**src/rtl/tiny4_pkg.sv**
```systemverilog
package tiny4_pkg;

    localparam int DW      = 4;
    localparam int IW      = 16;
    localparam int NREG    = 8;
    localparam int RAW     = $clog2(NREG);
    localparam int IM_DEPTH = 16;
    localparam int DM_DEPTH = 16;
    localparam int IAW     = $clog2(IM_DEPTH);
    localparam int DAW     = $clog2(DM_DEPTH);

    localparam logic [3:0] OPC_ARITH = 4'h0;
    localparam logic [3:0] OPC_LOAD  = 4'h1;
    localparam logic [3:0] OPC_STORE = 4'h2;
    localparam logic [3:0] OPC_BEQ   = 4'h3;
    localparam logic [3:0] OPC_JP    = 4'h4;

    localparam logic [2:0] FN_ADD = 3'd0;
    localparam logic [2:0] FN_SUB = 3'd1;
    localparam logic [2:0] FN_AND = 3'd2;
    localparam logic [2:0] FN_XOR = 3'd3;

    typedef struct packed {
        logic [3:0] opc;
        logic [2:0] ra;
        logic [2:0] rb;
        logic [2:0] rc;
        logic [2:0] lo;
    } insn_t;

    typedef enum logic [1:0] {
        ST_IDLE = 2'd0,
        ST_RUN  = 2'd1,
        ST_HALT = 2'd2
    } core_st_e;

    typedef struct packed {
        logic          wr;
        logic [DW-1:0] y;
    } alu_res_t;

    function automatic alu_res_t alu_eval(input logic [2:0] fn,
                                          input logic [DW-1:0] a,
                                          input logic [DW-1:0] b);
        alu_res_t r;
        r.wr = 1'b1;
        unique case (fn)
            FN_ADD:  r.y = a + b;
            FN_SUB:  r.y = a - b;
            FN_AND:  r.y = a & b;
            FN_XOR:  r.y = a ^ b;
            default: begin
                r.wr = 1'b0;
                r.y  = '0;
            end
        endcase
        return r;
    endfunction

endpackage

```
**src/rtl/tiny4_alu.sv**
```systemverilog
module tiny4_alu
    import tiny4_pkg::*;
(
    input  logic [2:0]    fn,
    input  logic [DW-1:0] a,
    input  logic [DW-1:0] b,
    output logic          wr,
    output logic [DW-1:0] y,
    output logic          eq
);
    alu_res_t res;

    always_comb begin
        res = alu_eval(fn, a, b);
        wr  = res.wr;
        y   = res.y;
        eq  = (a == b);
    end
endmodule

```
**src/rtl/tiny4_ram.sv**
```systemverilog
module tiny4_ram #(
    parameter int W     = 4,
    parameter int DEPTH = 16,
    localparam int AW   = $clog2(DEPTH)
) (
    input  logic          clk,
    input  logic          we,
    input  logic [AW-1:0] waddr,
    input  logic [W-1:0]  wdata,
    input  logic [AW-1:0] raddr,
    output logic [W-1:0]  rdata
);
    logic [W-1:0] mem [DEPTH];

    always_ff @(posedge clk) begin
        if (we) mem[waddr] <= wdata;
    end

    assign rdata = mem[raddr];
endmodule

```
**src/rtl/tiny4_regfile.sv**
```systemverilog
module tiny4_regfile #(
    parameter int W = 4,
    parameter int N = 8,
    localparam int AW = $clog2(N)
) (
    input  logic          clk,
    input  logic          rst,
    input  logic          clr,
    input  logic          we,
    input  logic [AW-1:0] waddr,
    input  logic [W-1:0]  wdata,
    input  logic [AW-1:0] raddr_a,
    input  logic [AW-1:0] raddr_b,
    output logic [W-1:0]  rdata_a,
    output logic [W-1:0]  rdata_b
);
    logic [N-1:0][W-1:0] regs_q;

    for (genvar g = 0; g < N; g++) begin : g_reg
        always_ff @(posedge clk) begin
            if (rst || clr)                      regs_q[g] <= '0;
            else if (we && waddr == AW'(g))      regs_q[g] <= wdata;
        end
    end

    assign rdata_a = regs_q[raddr_a];
    assign rdata_b = regs_q[raddr_b];

    // a clear leaves every register at zero
    p_clear_zero_r3: assert property (@(posedge clk) disable iff (rst)
        clr |=> (regs_q == '0));

    // no write strobe means no register moves
    p_hold_no_we_r4: assert property (@(posedge clk) disable iff (rst)
        (!we && !clr) |=> $stable(regs_q));
endmodule

```
**src/rtl/tiny4_core.sv**
```systemverilog
module tiny4_core
    import tiny4_pkg::*;
(
    input  logic           clk,
    input  logic           rst,
    input  logic           clear,
    input  logic           imem_we,
    input  logic [IAW-1:0] imem_addr,
    input  logic [IW-1:0]  imem_wdata,
    input  logic           dmem_we,
    input  logic [DAW-1:0] dmem_addr,
    input  logic [DW-1:0]  dmem_wdata,
    output logic [DW-1:0]  dmem_rdata,
    output logic [IAW-1:0] pc,
    output logic           done
);
    core_st_e       st_q;
    logic [IAW-1:0] pc_q;
    logic           done_q;

    logic           running;
    logic           host_ok;
    logic [IW-1:0]  imem_q;
    insn_t          ins;

    logic [DW-1:0]  ra_val, rb_val, alu_y, dm_q;
    logic           alu_wr, alu_eq;

    logic [DAW-1:0] d_core_addr;
    logic           d_we;
    logic [DAW-1:0] d_waddr, d_raddr;
    logic [DW-1:0]  d_wdata;

    logic           rf_we;
    logic [RAW-1:0] rf_waddr;
    logic [DW-1:0]  rf_wdata;

    logic [IAW:0]   pc_inc;
    logic [IAW-1:0] tgt;
    logic           take, halt_op;

    assign running = (st_q == ST_RUN) && !clear;
    assign host_ok = !running;
    assign ins     = insn_t'(imem_q);

    // program store
    tiny4_ram #(.W(IW), .DEPTH(IM_DEPTH)) u_imem (
        .clk   (clk),
        .we    (imem_we && host_ok),
        .waddr (imem_addr),
        .wdata (imem_wdata),
        .raddr (pc_q),
        .rdata (imem_q)
    );

    // data store: host owns it unless running
    assign d_core_addr = DAW'(ins.lo);
    assign d_we    = host_ok ? dmem_we : (ins.opc == OPC_STORE);
    assign d_waddr = host_ok ? dmem_addr : d_core_addr;
    assign d_wdata = host_ok ? dmem_wdata : ra_val;
    assign d_raddr = running ? d_core_addr : dmem_addr;

    tiny4_ram #(.W(DW), .DEPTH(DM_DEPTH)) u_dmem (
        .clk   (clk),
        .we    (d_we),
        .waddr (d_waddr),
        .wdata (d_wdata),
        .raddr (d_raddr),
        .rdata (dm_q)
    );
    assign dmem_rdata = dm_q;

    tiny4_alu u_alu (
        .fn (ins.lo),
        .a  (ra_val),
        .b  (rb_val),
        .wr (alu_wr),
        .y  (alu_y),
        .eq (alu_eq)
    );

    assign rf_we    = running && (((ins.opc == OPC_ARITH) && alu_wr) || (ins.opc == OPC_LOAD));
    assign rf_waddr = (ins.opc == OPC_LOAD) ? ins.ra : ins.rc;
    assign rf_wdata = (ins.opc == OPC_LOAD) ? dm_q : alu_y;

    tiny4_regfile #(.W(DW), .N(NREG)) u_rf (
        .clk     (clk),
        .rst     (rst),
        .clr     (clear),
        .we      (rf_we),
        .waddr   (rf_waddr),
        .wdata   (rf_wdata),
        .raddr_a (ins.ra),
        .raddr_b (ins.rb),
        .rdata_a (ra_val),
        .rdata_b (rb_val)
    );

    // next-address selection
    assign pc_inc = {1'b0, pc_q} + 1'b1;
    assign tgt    = IAW'(ins.lo);

    always_comb begin
        take    = 1'b0;
        halt_op = 1'b0;
        unique case (ins.opc)
            OPC_ARITH, OPC_LOAD, OPC_STORE: ;
            OPC_BEQ: take = alu_eq;
            OPC_JP:  take = 1'b1;
            default: halt_op = 1'b1;
        endcase
    end

    always_ff @(posedge clk) begin
        if (rst) begin
            st_q   <= ST_IDLE;
            pc_q   <= '0;
            done_q <= 1'b0;
        end else if (clear) begin
            st_q   <= ST_RUN;
            pc_q   <= '0;
            done_q <= 1'b0;
        end else if (running) begin
            if (halt_op) begin
                st_q   <= ST_HALT;
                done_q <= 1'b1;
            end else if (take) begin
                pc_q <= tgt;
            end else if (pc_inc[IAW]) begin
                st_q   <= ST_HALT;
                done_q <= 1'b1;
            end else begin
                pc_q <= pc_inc[IAW-1:0];
            end
        end
    end

    assign pc   = pc_q;
    assign done = done_q;

    // idle core does not move the counter
    p_idle_hold_r1: assert property (@(posedge clk) disable iff (rst)
        (st_q == ST_IDLE && !clear) |=> (pc == '0 && !done));

    // arithmetic below the last word steps by one
    p_arith_step_r4: assert property (@(posedge clk) disable iff (rst)
        (running && ins.opc == OPC_ARITH && pc_q != '1) |=> (pc == $past(pc) + 1'b1));

    // unconditional jump lands on its target
    p_jump_lands_r8: assert property (@(posedge clk) disable iff (rst)
        (running && ins.opc == OPC_JP) |=> (pc == $past(tgt)));

    // unknown opcode stops the core in place
    p_bad_opc_stop_r9: assert property (@(posedge clk) disable iff (rst)
        (running && ins.opc > OPC_JP) |=> (done && $stable(pc)));

    // stopped state is sticky
    p_done_sticky_r12: assert property (@(posedge clk) disable iff (rst)
        (done && !clear) |=> (done && $stable(pc)));
endmodule

```
**config.mk**
```make
export PLATFORM = sky130hd
export DESIGN_NAME = tiny4_core
export DESIGN_NICKNAME = d
export VERILOG_FILES = /design/src/rtl/tiny4_pkg.sv /design/src/rtl/tiny4_alu.sv /design/src/rtl/tiny4_ram.sv /design/src/rtl/tiny4_regfile.sv /design/src/rtl/tiny4_core.sv
export SDC_FILE = /design/constraint.sdc
export NUM_CORES = 1
export LEC_CHECK = 0
export BUFFER_PORTS_ARGS = -buffer_cell sky130_fd_sc_hd__buf_2
export CAP_MARGIN = 30
export CORE_UTILIZATION = 55
export DETAILED_ROUTE_END_ITERATION = 8
export PLACE_DENSITY = 0.79
export SYNTH_ARGS = -nofsm -noshare
export SYNTH_HDL_FRONTEND = slang
export SYNTH_SLANG_ARGS = --single-unit
export TNS_END_PERCENT = 20
```
**constraint.sdc**
```tcl
create_clock -name clk -period 5.7 [get_ports clk]
set_input_delay 0.285 -clock clk [delete_from_list [all_inputs] [get_ports clk]]
set_output_delay 0.285 -clock clk [all_outputs]
set_load 0.02 [all_outputs]
```
==> results.sh <==
export IMPL_tcrit_tclk_final=0.9126
export IMPL_die_y_um=169.9
export IMPL_fin_cells=1396
export IMPL_postSynthCellCount=921
export IMPL_vdd_ir_drop_worst_v=0.0002536
export IMPL_switching_share=0.2038
export IMPL_static_leakage_power_uw=0.005638
export IMPL_grt_setup_unrepaired="no"
export IMPL_worst_slew_pin_slew_ns=0.8697
export IMPL_yosysSeqAreaShare=0.6741
export IMPL_std_cell_rows=61
export IMPL_ctsHtreeMaxLevel=2
export IMPL_worst_clock_skew_ns=0.01710
export IMPL_p_int_uw=4563
export IMPL_dr_total_vias=9014
export IMPL_grt_first_pass_wirelength_um=53490
export IMPL_worstSkewPairLatency_ns=0.53
export IMPL_dp_cells=1323
export IMPL_run_status="complete, no violations"
export IMPL_routed_wirelength_um=35380
export IMPL_starting_density=0.5580
export IMPL_max_slew_margin_rel=0.4202
export IMPL_proportion_of_layout_cells_with_a_drive_suffix_above_1=0.2507
export IMPL_cts_path_max_buffers=3
export IMPL_drt_antenna_violating_nets=0
export IMPL_grt_pass1_vias=8795
export IMPL_ys_top_cells_by_area="sky130_fd_sc_hd__edfxtp_1 (62%), sky130_fd_sc_hd__mux4_2 (9.4%), sky130_fd_sc_hd__dfxtp_1 (5.4%)"
export IMPL_globalRoute_totalOverflow=0
export IMPL_top_level_ports=42
export IMPL_synth_async_reset_ratio=0
export IMPL_nFillCells=1968
export IMPL_cts_buffers_inserted=38
export IMPL_number_of_vias_per_cell_after_detailed_routing=6.457
export IMPL_port_buffers=41
export IMPL_powerDensity_nw_per_um2=327.2
export IMPL_synth_enable_flop_cells=320
export IMPL_setup_tns_final_ns=0
export IMPL_die_w_um=169.9
export IMPL_coreArea_um2=27780
export IMPL_number_of_antenna_violations_at_the_first_check_in_global_routing=1
export IMPL_cap_violations=0
export IMPL_dpl_cell_area_um2=16180
export IMPL_crit_fanout=39
export IMPL_area_growth_pct=12.99
export IMPL_post_cts_setup_buffer_count=0
export IMPL_critPathArrivalTime_ns=4.92
export IMPL_dp_hpwl_um=21700
export IMPL_gp_routability_congestion=0.8720
export IMPL_hold_path_class="in2reg"
export IMPL_final_design_area_no_fill_um2=17520
export IMPL_detailedRoute_firstIterationViolations=985
export IMPL_power_frac_seq=0.510
export IMPL_grt_start_max_net_pins=40
export IMPL_yosysWarningCount=0
export IMPL_pwr_share_comb=0.038
export IMPL_synth_area_leader_cell="sky130_fd_sc_hd__edfxtp_1"
export IMPL_worstPathRequired_ns=5.41
export IMPL_clkSinkCount=362
export IMPL_clkTransAtPathRegs_ns=0.06
export IMPL_postSynthAreaPerCell_um2=16.83
export IMPL_drv_slew=0
export IMPL_min_period_ns=5.202
export IMPL_remaining_drcs=0
export IMPL_endpoint_kind="output pin"
export IMPL_synthDistinctLibCells=65
export IMPL_total_switching_power_uw=1168
export IMPL_criticalPathCategory="reg2out"
export IMPL_wl_per_cell_um=25.35
export IMPL_mappedNetlistArea_um2=15500
export IMPL_finalNetCount=1030
export IMPL_final_setup_viol_count=0
export IMPL_clockRootBuffer="sky130_fd_sc_hd__clkbuf_16"
export IMPL_first_pass_iters=5
export IMPL_synth_fp_nets=964
export IMPL_yosys_most_used_dff="sky130_fd_sc_hd__edfxtp_1"
export IMPL_die_area_um2=28860
export IMPL_max_clock_freq_mhz=192.2
export IMPL_hold_violations=0
export IMPL_share_of_yosys_cell_area_claimed_by_the_top_area_cell_type=0.6199
export IMPL_clock_power_share=0.451
export IMPL_cts_tree="done"
export IMPL_synth_seq_cells=362
export IMPL_setup_worst_path_start_class="register"
export IMPL_grt_use_total=0.2527
## cell families after synthesis
group | Yosys count | share of synthesized area
flip-flops | 362 | 0.6741
buffers and inverters | 59 | 0.02220
multiplexers | 116 | 0.1409
adder cells (fa/ha/maj) | 10 | 0.009040
AO/OA/AOI/OAI | 193 | 0.09314
AND/OR/NAND/NOR | 179 | 0.05948
XOR/XNOR | 2 | 0.001130
## state kept, by name (all words and copies together), names as in the netlist, named ones only
name and cells:
st_q 2, u_imem.mem 256, pc 4, u_dmem.mem 64, u_rf.regs_q 32
## worst max-delay path, cell delays in order, from the launching register on
cell and delay, ns:
sky130_fd_sc_hd__dfxtp_2 0.79, sky130_fd_sc_hd__buf_4 0.58, sky130_fd_sc_hd__mux4_2 0.38, sky130_fd_sc_hd__nor2b_1 0.21, sky130_fd_sc_hd__o31a_1 0.66, sky130_fd_sc_hd__and2_2 0.53
sky130_fd_sc_hd__a2111oi_0 0.22, sky130_fd_sc_hd__a211oi_1 0.57, sky130_fd_sc_hd__a31o_2 0.26, sky130_fd_sc_hd__buf_2 0.16
## worst paths after layout
check / from / to / slack [ns] / depth (start not counted)
worst max-delay path: register / dmem_rdata[2] / 0.50 / 9
worst max register to register: register / register / 0.53 / 13
worst min-delay path: clear / st_q[0]$_SDFFE_PP0P_ / 0.03 / 3
worst min register to register: u_rf.regs_q[25]$_SDFFE_PP0P_ / u_rf.regs_q[25]$_SDFFE_PP0P_ / 0.51 / 2
## synth_stat cells, types with 7 or more instances
| cell type | count |
|---|---|
| sky130_fd_sc_hd__clkbuf_1 | 24 |
| sky130_fd_sc_hd__dfxtp_1 | 42 |
| sky130_fd_sc_hd__edfxtp_1 | 320 |
| sky130_fd_sc_hd__a211oi_1 | 44 |
| sky130_fd_sc_hd__nor3_1 | 10 |
| sky130_fd_sc_hd__nor2_1 | 59 |
| sky130_fd_sc_hd__a21oi_1 | 22 |
| sky130_fd_sc_hd__mux4_1 | 11 |
| sky130_fd_sc_hd__ha_1 | 8 |
| sky130_fd_sc_hd__nand2_1 | 47 |
| sky130_fd_sc_hd__nor2b_1 | 18 |
| sky130_fd_sc_hd__mux4_2 | 65 |
| sky130_fd_sc_hd__a21boi_0 | 24 |
| sky130_fd_sc_hd__mux2i_1 | 21 |
| sky130_fd_sc_hd__buf_2 | 7 |
| sky130_fd_sc_hd__o21ai_0 | 24 |
| sky130_fd_sc_hd__a31oi_1 | 9 |
| sky130_fd_sc_hd__mux2_2 | 16 |
| sky130_fd_sc_hd__o32ai_1 | 9 |
| sky130_fd_sc_hd__inv_1 | 10 |
| sky130_fd_sc_hd__o22ai_1 | 9 |
## cells in the final DEF, fill, tap and decap left out, types with 32 or more instances in the layout
master,n
sky130_fd_sc_hd__buf_2,41
sky130_fd_sc_hd__nand2_1,47
sky130_fd_sc_hd__edfxtp_1,320
sky130_fd_sc_hd__clkbuf_16,39
sky130_fd_sc_hd__mux4_2,65
sky130_fd_sc_hd__dfxtp_1,40
sky130_fd_sc_hd__buf_4,32
sky130_fd_sc_hd__a211oi_1,44
sky130_fd_sc_hd__nor2_1,47
## metrics by stage
| stage | util | hold slack (ns) | setup WS, ns | total power [uW] |
|---|---|---|---|---|
| after floorplan | - | 0.3541 | 0.4848 | 3101 |
| after global placement | 0.5820 | 0.4719 | 0.8603 | 3187 |
| after detailed placement | 0.5824 | 0.4803 | 0.7616 | 3195 |
| after CTS | 0.6301 | 0.01433 | 0.2218 | 5751 |
| after global routing | 0.6304 | 0.03101 | 0.2825 | 5884 |
| final | 0.6305 | 0.02700 | 0.4983 | 5730 |
## layout make-up
cell class | count | area, um^2 | share of cell area
Inverter | 10 | 37.54 | 0.002143
Antenna cell | 1 | 2.502 | 0.0001429
Clock buffer | 45 | 998.5 | 0.05700
Sequential cell | 362 | 10460 | 0.5969
Multi-Input combinational cell | 500 | 4766 | 0.2721
Tap cell | 378 | 473.0 | 0.02700
Timing Repair Buffer | 75 | 466.7 | 0.02664
Clock inverter | 25 | 316.6 | 0.01807
## power groups by stage
| stage | Clock (uW) | Combinational, uW | Sequential, uW |
|---|---|---|---|
| floorplan | 0 | 122 | 2980 |
| global placement | 0 | 208 | 2980 |
| detailed placement | 0 | 215 | 2980 |
| CTS | 2610 | 217 | 2920 |
| global route | 2720 | 235 | 2930 |
| finish | 2590 | 220 | 2920 |
## repair_timing
action / 4_1_cts / 5_1_grt
gates resized for setup: 0 / 1
hold endpoints to repair: 1 / 0
setup endpoints to repair: 0 / 1
hold buffers: 1 / 0
## routing by layer
metal / part of all wire / GRT usage / vias to the layer above
li1: - / - / 3906
met1: 0.41 / 0.3557 / 4611
met2: 0.48 / 0.4034 / 436
met3: 0.085 / 0.04977 / 61
met4: 0.022 / 0.07364 / 0
met5: 0 / 0 / -
Power figures use the tool's default switching activity.
